===== config.mk =====
export PLATFORM = sky130hd
export DESIGN_NAME = dword_xfer_seq
export DESIGN_NICKNAME = d
export VERILOG_FILES = /design/src/rtl/dword_xfer_seq.sv
export SDC_FILE = /design/constraint.sdc
export NUM_CORES = 2
export LEC_CHECK = 0
export BUFFER_PORTS_ARGS = -buffer_cell sky130_fd_sc_hd__buf_2
export CORE_MARGIN = 1
export CORE_UTILIZATION = 65
export DETAILED_ROUTE_END_ITERATION = 6
export GPL_TIMING_DRIVEN = 0
export PLACE_DENSITY = 0.83
export SLEW_MARGIN = 5
export SYNTH_ARGS = -nofsm -noshare
export SYNTH_HDL_FRONTEND = slang
export SYNTH_SLANG_ARGS = --single-unit

===== constraint.sdc =====
create_clock -name clk -period 4.77 [get_ports clk]
set_clock_uncertainty 0.15 [all_clocks]
set_input_delay 0.2385 -clock clk [delete_from_list [all_inputs] [get_ports clk]]
set_output_delay 0.2385 -clock clk [all_outputs]
set_load 0.03 [all_outputs]

===== src/rtl/dword_xfer_seq.sv =====
module dword_xfer_seq #(
  parameter int DW = 32,
  parameter int NREGS = 16
) (
  input  logic            clk,
  input  logic            rst_n,
  input  logic            req_valid,
  input  logic [31:0]     req_word,
  input  logic            req_store,
  input  logic            req_wide,
  input  logic            req_single,
  input  logic            big_endian,
  output logic            busy,
  output logic            done,
  input  logic            ld_valid,
  input  logic [DW-1:0]   ld_data,
  output logic            ld_ready,
  output logic            st_valid,
  output logic [DW-1:0]   st_data,
  input  logic            st_ready,
  input  logic [3:0]      rd_idx,
  output logic [2*DW-1:0] rd_data
);
  localparam int RW = 2 * DW;

  logic [RW-1:0] rf [NREGS];
  logic       beat, c_store, c_wide, c_single, c_be;
  logic [3:0] c_idx;

  wire unused_word = ^{req_word[31:16], req_word[11:0]};

  wire take   = req_valid && !busy;
  wire fire   = c_store ? st_ready : ld_valid;
  wire acc    = busy && fire;
  wire last   = !c_wide || beat;
  wire hi_sel = c_wide ? (c_be ^ beat) : c_single;

  assign ld_ready = busy && !c_store;
  assign st_valid = busy && c_store;
  assign done     = acc && last;
  assign st_data  = hi_sel ? rf[c_idx][RW-1:DW] : rf[c_idx][DW-1:0];
  assign rd_data  = rf[rd_idx];

  always_ff @(posedge clk) begin
    if (!rst_n) begin
      busy     <= 1'b0;
      beat     <= 1'b0;
      c_store  <= 1'b0;
      c_wide   <= 1'b0;
      c_single <= 1'b0;
      c_be     <= 1'b0;
      c_idx    <= '0;
      for (int i = 0; i < NREGS; i++) rf[i] <= '0;
    end else begin
      if (take) begin
        busy     <= 1'b1;
        beat     <= 1'b0;
        c_store  <= req_store;
        c_wide   <= req_wide;
        c_single <= req_single;
        c_be     <= big_endian;
        c_idx    <= req_word[15:12];
      end
      if (acc) begin
        beat <= 1'b1;
        if (last) busy <= 1'b0;
        if (!c_store) begin
          if (c_wide || c_single) begin
            if (hi_sel) rf[c_idx][RW-1:DW] <= ld_data;
            else        rf[c_idx][DW-1:0]  <= ld_data;
          end else begin
            rf[c_idx] <= {{DW{ld_data[DW-1]}}, ld_data};
          end
        end
      end
    end
  end


  done_ends_busy_chk: assert property (@(posedge clk) disable iff (!rst_n)
    done |=> !busy);


  hold_ctx_chk: assert property (@(posedge clk) disable iff (!rst_n)
    (busy && !done) |=> (busy && $stable(c_idx) && $stable(c_store) && $stable(c_wide) && $stable(c_be)));


  stall_hold_chk: assert property (@(posedge clk) disable iff (!rst_n)
    (busy && !fire) |=> (busy && $stable(beat)));


  sext_chk: assert property (@(posedge clk) disable iff (!rst_n)
    (acc && !c_store && !c_wide && !c_single) |=>
      (rf[$past(c_idx)] == {{DW{$past(ld_data[DW-1])}}, $past(ld_data)}));


  single_keep_lo_chk: assert property (@(posedge clk) disable iff (!rst_n)
    (acc && !c_store && !c_wide && c_single) |=>
      (rf[$past(c_idx)][DW-1:0] == $past(rf[c_idx][DW-1:0])));
endmodule


==> impl_metrics.csv <==
group,metric,value,unit
synthesis,synth_cells,3372,
finish,fin_area,61000,sq um
critical_path,required,4.38,ns
sta,max_freq,205,MHz
synthesis,ys_warn_count,0,
floorplan,die_w,291,microns
sta,hold_slack,0.192,ns
clock_network,tritoncts,"built",
pwr,pwr-share-clk,0.379,
grt,busiest_layer,"met2",
synthesis,synth.most_common_cell,"edfxtp_1",
finish,post-route-util,0.740,
floorplan,die_area,84700,sq um
floorplan,rows,105,
sta,maxSlewHeadroom,0.0121,
synthesis,synthTopCellsByArea,"edfxtp_1 (57%), mux4_2 (24%), and2_1 (5.7%)",
sta,rsz0062_at_grt,"false",
critical_path,endpoint_kind,"output pin",
placement,pre_cts_slack,0.957,ns
route,postRouteAntennaNets,0,
clock_network,clock_path_buffers,3,
critical_path,start_kind,"flop",
status,failed_checks,"design-rule violations, negative setup slack",
grt,grtUsageMet3,0.147,
grt,met2_usage,0.627,
route,vias,37420,
critical_path,critical_path.top_delay_family,"buffers and inverters",
finish,syn2layout_area_growth,12.3,%
clock_network,root_buffer,"clkbuf_16",
synthesis,synth_cell_types,43,
synthesis,muxShareOfSynthArea,0.258,
finish,layout-drive-gt1-share,0.331,
route,drc,3,
clock_network,post_cts_resized,0,
synthesis,synthArstFlopShare,0,
clock_network,htreeDepth,3,
finish,nNetsFinal,3774,
sta,setup_slack,-0.118,ns
synthesis,synth.avg_cell_area,16.1,sq um
sta,period_minus_slack,4.89,ns
grt,antenna_found_initial,6,
synthesis,synth-compound-area-share,0.0246,
placement,place.gp.congestion,0.992,
route,wl_per_cell,37.8,microns
synthesis,synth_top_area_share,0.566,
synthesis,syn_nets,3449,
placement,placed_cell_area,57200,sq um
critical_path,cp_max_fo,10,
synthesis,synth_top_family_by_area,"multiplexers",
sta,fin_crit_sh,1.02,
synthesis,synth-edff-count,1024,
pwr,p_per_area,358,nW/um^2
status,outcome,"complete, but fails checks",
floorplan,ios,177,
route,viasPerCell,7.71,
pwr,p_comb_frac,0.140,
synthesis,synth_flop_cell,"edfxtp_1",
route,first_pass_iters,7,
critical_path,cp_slowest_cell,"buf_1",
worst_hold_path,hold_path.class,"in -> reg",
synthesis,synth_largest_area_cell,"edfxtp_1",
route,wl,183,mm
grt,grt_max_degree,33,
clock_network,clock_latency,0.68,ns
synthesis,yosys.area_share.adder,0,
grt,use_met1,0.574,
pwr,switchingPower,0.00570,W
critical_path,crit_chain,"buf_4 -> buf_4 -> buf_2 -> buf_1 -> mux2i_1 -> a211oi_1 -> buf_2",
pwr,vdd_drop_max,0.000311,V
grt,first_global_vias,37358,
synthesis,synth_commonest_cells,"edfxtp_1 (1024), mux4_2 (576), and2_1 (497)",
synthesis,ys_seq_area_frac,0.571,
pwr,swShare,0.261,
critical_path,cp_num_buf_inv,5,
synthesis,ys_ff_latch,1038,
clock_network,cts_hold_buffers,43,
sta,fin_tns_setup,-0.298,ns
clock_network,cts_num_sinks,1038,
pwr,leakage,21.3,nW
route,drtIter0Drc,6939,
grt,grt_first_pass_wirelength,258,mm
flow_run,maxCapViolCount,0,
placement,dpl.hpwl,123,mm
placement,io_buffers,144,
clock_network,post-cts-setup-buffers,0,
floorplan,die_h,291,microns
synthesis,syn_area,54300,sq um
grt,globalRouteOverflowTotal,0,
floorplan,initial_core_util,0.659,
floorplan,core,82400,sq um
clock_network,clk_pin_slew,0.06,ns
clock_network,cts_buffers,104,
critical_path,crit_path_max_incr_delay,0.92,ns
pwr,intPower,0.0161,W
sta,tightestPinTransition,1.48,ns
synthesis,synthXorXnorAreaFrac,0.000322,
synthesis,yosys.area_share.simple,0.112,
sta,drv_slew,0,
sta,hold_viol_final,0,
critical_path,worstSetupPathType,"reg -> out",
grt,grtUsageTotal,0.437,
critical_path,arrival,4.50,ns
pwr,p_seq_frac,0.481,
sta,setup_viol,4,
==> through the flow <==
stage	instances	power (W)
floorplan	3372	0.0125
global placement	4586	0.0135
detailed placement	4618	0.0136
CTS	4848	0.0216
global route	4848	0.0221
finish	4852	0.0218
==> power groups by stage <==
stage / registers, W / clock network (W) / logic, W
floorplan: 0.0106 / 0 / 0.00186
global placement: 0.0107 / 0 / 0.00277
detailed placement: 0.0107 / 0 / 0.00290
CTS: 0.0105 / 0.00815 / 0.00295
global route: 0.0105 / 0.00847 / 0.00309
finish: 0.0105 / 0.00827 / 0.00306
==> state kept, by name, summed over array words and instances (netlist names), named ones only <==
register	count
c_be	1
c_wide	1
c_store	1
c_idx	4
busy	1
c_single	1
rf	1024
beat	1
==> kinds of logic after synthesis <==
group | count (synthesis)
AOI/OAI and AO/OA | 145
xor gates and xnor gates | 2
buffers and inverters | 352
DFF | 1038
muxes | 673
and+or+nand+nor | 1162
==> path summary, 6_finish.rpt <==
kind	depth (start not counted)	startpoint	end	slack, ns
hold reg to reg	2	c_single	c_single	0.34
setup / recovery	7	flop	st_data[6]	-0.12
setup reg to reg	7	c_store	rf[13][36]	0.86
hold / removal	3	ld_data[31]	rf[4][31]	0.19
==> tightest hold or removal path, cell delays in order <==
cell    delay [ns]
buf_2         0.09
inv_1         0.37
nor4_1        0.12
==> per-layer routing <==
metal	wire, microns	vias up
met5	40	-
met4	15500	8
li1	-	13810
met3	31800	930
met1	56300	18369
met2	79700	4303
==> layout make-up <==
class	count	area (sq um)
Clock buffer	120	2730
Antenna cell	4	10.0
Sequential cell	1038	31000
Multi-Input combinational cell	1982	21600
Timing Repair Buffer	219	1900
Clock inverter	67	598
Buffer	348	1800
Tap cell	1070	1340
Fill cell	4652	21400
Inverter	4	15.0
==> layout by cell type (no fill, tap or decap), types with 23 or more instances in the layout <==
cell type      synthesis  layout
mux2i_1               32      32
nor2_1               475     475
nand2_1               51      35
nor2_2                40      40
o22ai_1               32      32
mux4_2               576     576
clkbuf_1             172     185
a2111oi_0             32      32
and2_1               497     497
clkbuf_16              0     107
mux2_2                65      65
a211oi_1              32      32
buf_6                 37      37
clkbuf_2              36      37
a21oi_4               30      30
edfxtp_1            1024    1024
clkinv_1               0      23
dlygate4sd3_1          0      43
buf_2                 63     207
clkinv_2               0      28
nor2b_1               34      34
Note: power is estimated with default switching activity, not from simulation.
